===== config.mk =====
export PLATFORM = sky130hd
export DESIGN_NAME = tcu_timer
export DESIGN_NICKNAME = d
export VERILOG_FILES = /design/src/rtl/tcu_pkg.sv /design/src/rtl/tcu_edge_sync.sv /design/src/rtl/tcu_counter.sv /design/src/rtl/tcu_timer.sv
export SDC_FILE = /design/constraint.sdc
export NUM_CORES = 1
export LEC_CHECK = 0
export BUFFER_PORTS_ARGS = -buffer_cell sky130_fd_sc_hd__buf_2
export CAP_MARGIN = 20
export CORE_ASPECT_RATIO = 0.7
export CORE_MARGIN = 10
export CORE_UTILIZATION = 54
export CTS_CLUSTER_SIZE = 12
export DETAILED_ROUTE_END_ITERATION = 7
export PLACE_DENSITY_LB_ADDON = 0.12
export SYNTH_ARGS = -nofsm -noshare
export SYNTH_HDL_FRONTEND = slang
export SYNTH_SLANG_ARGS = --single-unit

===== constraint.sdc =====
create_clock -name clk -period 4.6 [get_ports clk]
set_input_delay 0.69 -clock clk [delete_from_list [all_inputs] [get_ports clk]]
set_output_delay 0.69 -clock clk [all_outputs]
set_load 0.01 [all_outputs]

===== src/rtl/tcu_pkg.sv =====
package tcu_pkg;
  localparam int ADDR_W = 4;

  typedef enum logic [ADDR_W-1:0] {
    A_CNT_LO  = 4'h0,
    A_CNT_HI  = 4'h1,
    A_CAP_LO  = 4'h2,
    A_CAP_HI  = 4'h3,
    A_CMPA_LO = 4'h4,
    A_CMPA_HI = 4'h5,
    A_CMPB_LO = 4'h6,
    A_CMPB_HI = 4'h7,
    A_MASK    = 4'h8,
    A_FLAG    = 4'h9,
    A_CTRL    = 4'hA
  } reg_addr_e;

  // bit positions shared by flag and mask registers
  localparam int FB_OVF  = 0;
  localparam int FB_CMPA = 1;
  localparam int FB_CMPB = 2;
  localparam int FB_CAP  = 5;
  localparam logic [7:0] EVT_BITS = 8'h27;

  // control bits
  localparam int CB_RUN = 0;
  localparam int CB_TOP = 1;
  localparam int CB_SRC = 2;
  localparam int CTRL_W = 3;

  // wide register slots, selected by addr[2:1]
  localparam int WS_CNT  = 0;
  localparam int WS_CAP  = 1;
  localparam int WS_CMPA = 2;
  localparam int WS_CMPB = 3;
endpackage


===== src/rtl/tcu_edge_sync.sv =====
module tcu_edge_sync #(
  parameter int STAGES = 2
) (
  input  logic clk,
  input  logic rst_n,
  input  logic din,
  output logic strobe
);
  logic [STAGES:0] sh_q, sh_d;

  always_comb sh_d = {sh_q[STAGES-1:0], din};

  always_ff @(posedge clk or negedge rst_n) begin
    if (!rst_n) sh_q <= '0;
    else        sh_q <= sh_d;
  end

  assign strobe = sh_q[STAGES-1] & ~sh_q[STAGES];

  // edge detector yields single-cycle pulses
  p_strobe_pulse_r5: assert property (@(posedge clk) disable iff (!rst_n)
    strobe |=> !strobe);
endmodule


===== src/rtl/tcu_counter.sv =====
module tcu_counter #(
  parameter int W = 16
) (
  input  logic         clk,
  input  logic         rst_n,
  input  logic         run,
  input  logic [W-1:0] top_val,
  input  logic         load,
  input  logic [W-1:0] load_val,
  output logic [W-1:0] cnt,
  output logic         wrap
);
  logic [W-1:0] cnt_q, cnt_d;
  logic         at_top;

  assign at_top = (cnt_q == top_val);
  assign wrap   = run & ~load & at_top;

  always_comb begin
    cnt_d = cnt_q;
    if (load)        cnt_d = load_val;
    else if (run)    cnt_d = at_top ? '0 : cnt_q + 1'b1;
  end

  always_ff @(posedge clk or negedge rst_n) begin
    if (!rst_n) cnt_q <= '0;
    else        cnt_q <= cnt_d;
  end

  assign cnt = cnt_q;

  // running counter steps by one below its top
  p_step_r2: assert property (@(posedge clk) disable iff (!rst_n)
    (run && !load && cnt_q != top_val) |=> cnt_q == $past(cnt_q) + 1'b1);
  // stopped counter holds
  p_hold_r2: assert property (@(posedge clk) disable iff (!rst_n)
    (!run && !load) |=> $stable(cnt_q));
  // at top the counter restarts from zero
  p_wrap_r4: assert property (@(posedge clk) disable iff (!rst_n)
    wrap |=> cnt_q == '0);
endmodule


===== src/rtl/tcu_timer.sv =====
module tcu_timer
  import tcu_pkg::*;
#(
  parameter int DW        = 8,
  parameter int SYNC_STGS = 2
) (
  input  logic          clk,
  input  logic          rst_n,
  input  logic [3:0]    bus_addr,
  input  logic          bus_wr,
  input  logic          bus_rd,
  input  logic [DW-1:0] bus_wdata,
  output logic [DW-1:0] bus_rdata,
  input  logic          cap_pin,
  input  logic          cmp_in,
  input  logic          gie,
  output logic          irq
);
  localparam int W     = 2 * DW;
  localparam int SLOTS = 4;

  logic [W-1:0]      cnt, cap_q, cap_d, cmpa_q, cmpa_d, cmpb_q, cmpb_d;
  logic [W-1:0]      wide_val [SLOTS];
  logic [W-1:0]      sel_val, commit_val, top_val;
  logic [DW-1:0]     tmp_q, tmp_d, mask_q, mask_d, flag_q, flag_d;
  logic [DW-1:0]     hw_set, flag_clr;
  logic [CTRL_W-1:0] ctrl_q, ctrl_d;
  logic              is_wide, is_hi, wr_lo, wr_hi, rd_lo;
  logic [1:0]        slot;
  logic              cap_src, cap_stb, wrap, running, hit_a, hit_b, load_cnt;

  // bus decode
  assign is_wide = ~bus_addr[3];
  assign is_hi   = bus_addr[0];
  assign slot    = bus_addr[2:1];
  assign wr_lo   = bus_wr & is_wide & ~is_hi;
  assign wr_hi   = bus_wr & is_wide &  is_hi;
  assign rd_lo   = bus_rd & is_wide & ~is_hi;

  assign wide_val[WS_CNT]  = cnt;
  assign wide_val[WS_CAP]  = cap_q;
  assign wide_val[WS_CMPA] = cmpa_q;
  assign wide_val[WS_CMPB] = cmpb_q;
  assign sel_val    = wide_val[slot];
  assign commit_val = {tmp_q, bus_wdata};

  // event source and synchronizer
  assign cap_src = ctrl_q[CB_SRC] ? cmp_in : cap_pin;

  tcu_edge_sync #(.STAGES(SYNC_STGS)) u_sync (
    .clk(clk), .rst_n(rst_n), .din(cap_src), .strobe(cap_stb)
  );

  // counter
  assign running  = ctrl_q[CB_RUN];
  assign top_val  = ctrl_q[CB_TOP] ? cap_q : {W{1'b1}};
  assign load_cnt = wr_lo & (slot == 2'(WS_CNT));

  tcu_counter #(.W(W)) u_cnt (
    .clk(clk), .rst_n(rst_n), .run(running), .top_val(top_val),
    .load(load_cnt), .load_val(commit_val), .cnt(cnt), .wrap(wrap)
  );

  assign hit_a = running & (cnt == cmpa_q);
  assign hit_b = running & (cnt == cmpb_q);

  always_comb begin
    hw_set          = '0;
    hw_set[FB_OVF]  = wrap;
    hw_set[FB_CMPA] = hit_a;
    hw_set[FB_CMPB] = hit_b;
    hw_set[FB_CAP]  = cap_stb;
  end

  // next state
  always_comb begin
    tmp_d  = tmp_q;
    cap_d  = cap_q;
    cmpa_d = cmpa_q;
    cmpb_d = cmpb_q;
    mask_d = mask_q;
    ctrl_d = ctrl_q;
    if (wr_hi)      tmp_d = bus_wdata;
    else if (rd_lo) tmp_d = sel_val[W-1:DW];
    if (cap_stb)                              cap_d  = cnt;
    else if (wr_lo && slot == 2'(WS_CAP))     cap_d  = commit_val;
    if (wr_lo && slot == 2'(WS_CMPA))         cmpa_d = commit_val;
    if (wr_lo && slot == 2'(WS_CMPB))         cmpb_d = commit_val;
    if (bus_wr && bus_addr == A_MASK)         mask_d = bus_wdata & EVT_BITS;
    if (bus_wr && bus_addr == A_CTRL)         ctrl_d = bus_wdata[CTRL_W-1:0];
    flag_clr = (bus_wr && bus_addr == A_FLAG) ? (bus_wdata & EVT_BITS) : '0;
    flag_d   = (flag_q & ~flag_clr) | hw_set;
  end

  // registers
  always_ff @(posedge clk or negedge rst_n) begin
    if (!rst_n) begin
      tmp_q  <= '0;
      cap_q  <= '0;
      cmpa_q <= '0;
      cmpb_q <= '0;
      mask_q <= '0;
      flag_q <= '0;
      ctrl_q <= '0;
    end else begin
      tmp_q  <= tmp_d;
      cap_q  <= cap_d;
      cmpa_q <= cmpa_d;
      cmpb_q <= cmpb_d;
      mask_q <= mask_d;
      flag_q <= flag_d;
      ctrl_q <= ctrl_d;
    end
  end

  // read mux
  always_comb begin
    bus_rdata = '0;
    if (bus_rd) begin
      if (is_wide)                    bus_rdata = is_hi ? tmp_q : sel_val[DW-1:0];
      else if (bus_addr == A_MASK)    bus_rdata = mask_q;
      else if (bus_addr == A_FLAG)    bus_rdata = flag_q;
      else if (bus_addr == A_CTRL)    bus_rdata = {{(DW-CTRL_W){1'b0}}, ctrl_q};
    end
  end

  assign irq = gie & |(flag_q & mask_q);

  // capture strobe records the counter of that cycle
  p_capture_r5: assert property (@(posedge clk) disable iff (!rst_n)
    cap_stb |=> cap_q == $past(cnt));
  // hardware set survives a simultaneous clear
  p_set_wins_r11: assert property (@(posedge clk) disable iff (!rst_n)
    cap_stb |=> flag_q[FB_CAP]);
  // low-byte read snapshots the high byte
  p_snapshot_r8: assert property (@(posedge clk) disable iff (!rst_n)
    rd_lo |=> tmp_q == $past(sel_val[W-1:DW]));
  // high-byte write leaves the wide registers untouched
  p_hi_only_tmp_r9: assert property (@(posedge clk) disable iff (!rst_n)
    wr_hi |=> ($stable(cmpa_q) && $stable(cmpb_q)));
endmodule


=== Yosys cells after proc, flatten, opt, wreduce, memory -nomap -nowiden ===
Index checks and enable logic that the tools add are counted.

* Word-level logic and storage cells: 71
* Bits in registers: 90
* Input port bits: 19

* Order comparisons: 1
* Muxes and demuxes: 19
* Bitwise operators: 21
* Eq/ne operators: 9
* Reduce and logical (&&, ||, !) cells: 11
* Add/sub/neg operators: 1

{| class="wikitable"
|+ Operator list
! kind !! count
|-
| $mux W16 || 8
|-
| $mux W8 || 7
|-
| $eq A16 B16 Y1 || 3
|-
| $bmux W16 S2 || 1
|-
| $add A16 B1 Y16 const B || 1
|-
| $and A1 B1 Y1 || 12
|-
| $eq A4 B4 Y1 const B || 3
|-
| $and A8 B6 Y8 || 1
|-
| $and A8 B8 Y8 || 1
|-
| $not A6 Y8 || 1
|-
| $or A8 B6 Y8 || 1
|-
| $reduce_or A8 Y1 || 1
|-
| $logic_and A1 B1 Y1 || 6
|-
| $mux W6 || 1
|-
| $reduce_bool A2 Y1 || 3
|-
| $eq A2 B2 Y1 const B || 2
|-
| $not A1 Y1 || 4
|-
| $ge A3 B3 Y1 const B || 1
|-
| $mux W3 || 1
|-
| $not A2 Y3 || 1
|-
| $eq A2 B1 Y1 const B || 1
|-
| $logic_not A2 Y1 || 1
|-
| $mux W1 || 1
|}

=== Longest topological paths before layout ===
* Depth after elaboration: 8
* Gate-level depth with buffers: 8
* Mapped depth without buffers: 5

=== Cells and area by module ===
From an unflattened synthesis, not the netlist that was laid out.

* Cells, all modules: 481
* Area, all modules: 5297.6 um2

{| class="wikitable"
|+ Modules (own cells, without submodules)
! module !! area each (um2) !! cells each !! times used
|-
| tcu_timer || 3946.3 || 317 || 1
|-
| tcu_counter || 1262.5 || 160 || 1
|-
| tcu_edge_sync || 88.8 || 4 || 1
|}

=== Least setup slack after synthesis ===
Ideal clock, no wire load.

* Kind: input port to output port
* From: input bus_addr[1]
* To: output bus_rdata[3]
* Stages: 5
* Data required time: 3.910 ns
* Slack: 2.019 ns
* Arrival time: 1.891 ns
* Cells stage by stage: buf_2 > buf_2 > mux4_2 > mux2i_1 > nor2_1

* Cells in the longest elaborated chain, start to end: 7
* Elaborated cells between the ends (all ways): 11
* Classes of those cells: eq/ne (2); mux (8); bitwise (1)

{| class="wikitable"
|+ Ends and longest elaborated chain
! element !! RTL line !! RTL
|-
| start: declaration || tcu_timer.sv:9 || <nowiki>input logic [3:0] bus_addr,</nowiki>
|-
| $not A2 Y3 (implied by the code) || tcu_timer.sv:44 || <nowiki>assign sel_val = wide_val[slot];</nowiki>
|-
| $bmux W16 S2 || tcu_timer.sv:44 ||
|-
| $mux W16 (implied by the code) (2 in series) || tcu_timer.sv:44 ||
|-
| $mux W8 || tcu_timer.sv:120 || <nowiki>if (is_wide) bus_rdata = is_hi ? tmp_q : sel_val[DW-1:0];</nowiki>
|-
| $mux W8 * || tcu_timer.sv:120 ||
|-
| $mux W8 * || tcu_timer.sv:119 || <nowiki>if (bus_rd) begin</nowiki>
|-
| end: declaration || tcu_timer.sv:13 || <nowiki>output logic [DW-1:0] bus_rdata,</nowiki>
|}

Every way passes the cells marked *; elsewhere a longest branch is shown, timed or not. The select of a mux whose other input is x is not followed.

=== Worst setup path after layout ===
* From: input bus_addr[1]
* To: output bus_rdata[1]

The elaborated chain is that of the path after synthesis.

==> impl_metrics.toml <==
[outcome]
outcome = "finished clean"

[cells_and_area]
share_of_final_layout_standard_cells_stronger_than_drive_strength_1_pct = 21.2
area_delta_synth_final_pct = 7.83
final_cell_area_um2 = 5790
layout.nets = 534
n_antenna_cell = 0
post-route-util_pct = 59.8

[worst_hold_path]
hold-path-endpoint = "u_sync.sh_q[1]"
worst_hold_path_stage_count = 0
hp-start = "u_sync.sh_q[0]"
holdCritPathClass = "flip-flop to flip-flop"

[cts]
clkTransAtPathRegs_ns = 0.06
clkLatencyLatePin_ns = 0.34
cts-buffers-inserted = 9
tritoncts = "built"
hold_buffers = 0
ctsResizeCount = 0
cts_sinks = 86
ctsLongestPathBuffers = 2
cts.htree.levels = 3
post_cts.repair.setup_buffers = 0
cts_root_buffer = "clkbuf_16"

[global_routing]
grt_antenna_before_repair = 0
globalRouteTotalUtil_pct = 21.7
grt_overflow_total = 0
grt_max_degree = 57
grt_pass1_wl_um = 24500
vias_in_the_first_global_route = 4184

[setup_path]
timing.critical_path.to_type = "primary output"
timing.rr.end = "u_cnt.cnt[6]"
cp-start-kind = "input port"
critPathKind = "input port to primary output"
worst_r2r_startpoint = "ctrl_q[1]"
rrSetupSlack_ns = 2.24
worst_ep_arrival_time_ns = 2.52
cp.required_ns = 3.91
worst_r2r_path_depth = 6
crit_path_max_fanout = 30

[synthesis]
yosysWarningCount = 0
synth-edff-count = 0
asyncSetResetFlopFracSynth_pct = 100
synth.yosys.seq_area_share_pct = 40.1
ys_dominant_reg_cell = "dfrtp_1"
synth_area_leaders = "dfrtp_1 40%, mux2_2 8.0%, mux4_2 6.7%, xnor2_1 6.4%, mux2i_1 4.7%"
postSynthRegisterBits = 86
synthesis.instances = 513
syn-mean-instance-area_um2 = 10.5
synth.cell_area_um2 = 5370
synth.net_count = 533
synth_top_area_share_pct = 40.1
synth.distinct_cells = 52
synth_top_cell_by_area = "dfrtp_1"

[pwr]
swShare_pct = 39.9
pwr-share-comb_pct = 32.7
power.sequential.fraction_pct = 45.6
power.internal_w = 0.00202
power.density_cell_area_nw_per_um2 = 580
switchingPower_w = 0.00134
peakVddDrop_v = 0.000303
leak_pwr_nw = 2.50
power_frac_clock_pct = 21.7

[placed_design]
numPortBuffers = 27
gp_congestion = 0.930
detailed_place.area_um2 = 5480
dp_slack_ns = 1.36
detailed_place_hpwl_um = 10700

[timing]
worst_slew_pin_slew_ns = 1.14
max_freq_mhz = 311
finalWorstPathRequiredPeriod_ns = 3.21
final-hold-violation-count = 0
timing.slew.headroom_pct = 24.0
slew_viol_final = 0
hold_slack_ns = 0.357
unrepaired_setup_endpoints_after_global_routing = "false"
postLayoutSetupSlackWorst_ns = 1.39
skew_ns = 0.00706
setup_viol_count_final = 0
tns_ns = 0
post-route-period-util_pct = 69.9

[detailed_routing]
detail_route.iter0.violations = 486
count_of_unresolved_drc_violations_after_routing = 0
detailedRoute.firstPassIterationCount = 5
detail_route.wl_per_cell_um = 24.0
drt_wirelength_um = 15500
ant_nets = 0
vias = 4275
route.detailed.vias_per_inst = 6.61

[die]
dieWidth_um = 139
top_level_ports = 28
die_y_um = 103
core_um2 = 9680
die_area_um2 = 14400
rows = 30
initial_utilization_pct = 55.4

[flow_run]
max-cap-violations = 0
==> per-stage QoR <==
step | cells | power (W)
detailed placement | 630 | 0.00260
CTS | 646 | 0.00333
global route | 647 | 0.00354
floorplan | 513 | 0.00226
global placement | 630 | 0.00255
finish | 647 | 0.00336
==> logic make-up after synthesis <==
group | count (synthesis) | synth area share [%]
mux | 79 | 19.4
compound gates | 104 | 13.1
buf+inv | 48 | 4.48
fa+ha+maj | 1 | 0.233
simple gates | 141 | 14.0
xor+xnor | 54 | 8.81
flops | 86 | 40.1
==> how the worst max path moves through the flow <==
stage           startpoint           end  slack, ns  cells past startpoint
2_1_floorplan  bus_addr[1]  bus_rdata[3]       2.02                      5
3_3_place_gp   bus_addr[1]  bus_rdata[1]       1.40                      5
3_5_place_dp   bus_addr[1]  bus_rdata[1]       1.36                      5
4_1_cts        bus_addr[1]  bus_rdata[1]       1.37                      5
5_1_grt        bus_addr[1]  bus_rdata[1]       1.26                      5
6_report       bus_addr[1]  bus_rdata[1]       1.39                      5
==> routing by layer <==
metal	vias to the layer above	routed length [um]	GRT usage (%)
met5	-	0	0
met4	0	184	5.28
met3	20	1550	7.25
met2	197	6760	32.5
met1	2183	7010	29.8
li1	1875	-	-
==> area by class of cell <==
class | count | area, um2
Multi-Input combinational cell | 379 | 2980
Tap cell | 128 | 160
Sequential cell | 86 | 2150
Inverter | 5 | 18.8
Fill cell | 813 | 3900
Clock inverter | 5 | 60.1
Timing Repair Buffer | 33 | 186
Clock buffer | 11 | 233
==> cell usage in the layout (no fill, tap or decap), drive strengths merged, types with 12 or more instances in the layout <==
master,n
nor2,13
mux2,38
xor2,15
mux2i,25
a21o,13
buf,33
mux4,16
xnor2,39
dfrtp,86
nand2,61
o21ai,38
o31ai,12
nand3,12
==> registers in the layout, summed over array words and instances, names as in the netlist <==
signal       cells
cap_q           16
cmpa_q          16
u_sync.sh_q      3
cmpb_q          16
flag_q           4
mask_q           4
ctrl_q           3
u_cnt.cnt       16
tmp_q            8
==> Yosys cell counts (all sizes together) (11+ instances only) <==
cell / n
mux4: 16
a21o: 13
mux2i: 25
buf: 32
clkbuf: 11
nor2: 13
o21ai: 38
xor2: 15
nand2: 61
a21oi: 11
nand3: 12
mux2: 38
dfrtp: 86
xnor2: 39
o31ai: 12
==> power by group through the flow <==
stage / Clock (W) / Sequential, W / Combinational [W]
after global placement: 0 / 0.00150 / 0.00105
final: 0.000729 / 0.00153 / 0.00110
after global routing: 0.000771 / 0.00157 / 0.00120
after floorplan: 0 / 0.00119 / 0.00107
after detailed placement: 0 / 0.00152 / 0.00108
after CTS: 0.000737 / 0.00151 / 0.00109
==> worst max-delay path, stage by stage <==
cell,delay (ns)
buf_2,0.64
mux4_2,0.58
mux2_2,0.27
o211a_1,0.20
buf_2,0.13
No activity file was read; power rests on OpenSTA's default activity.
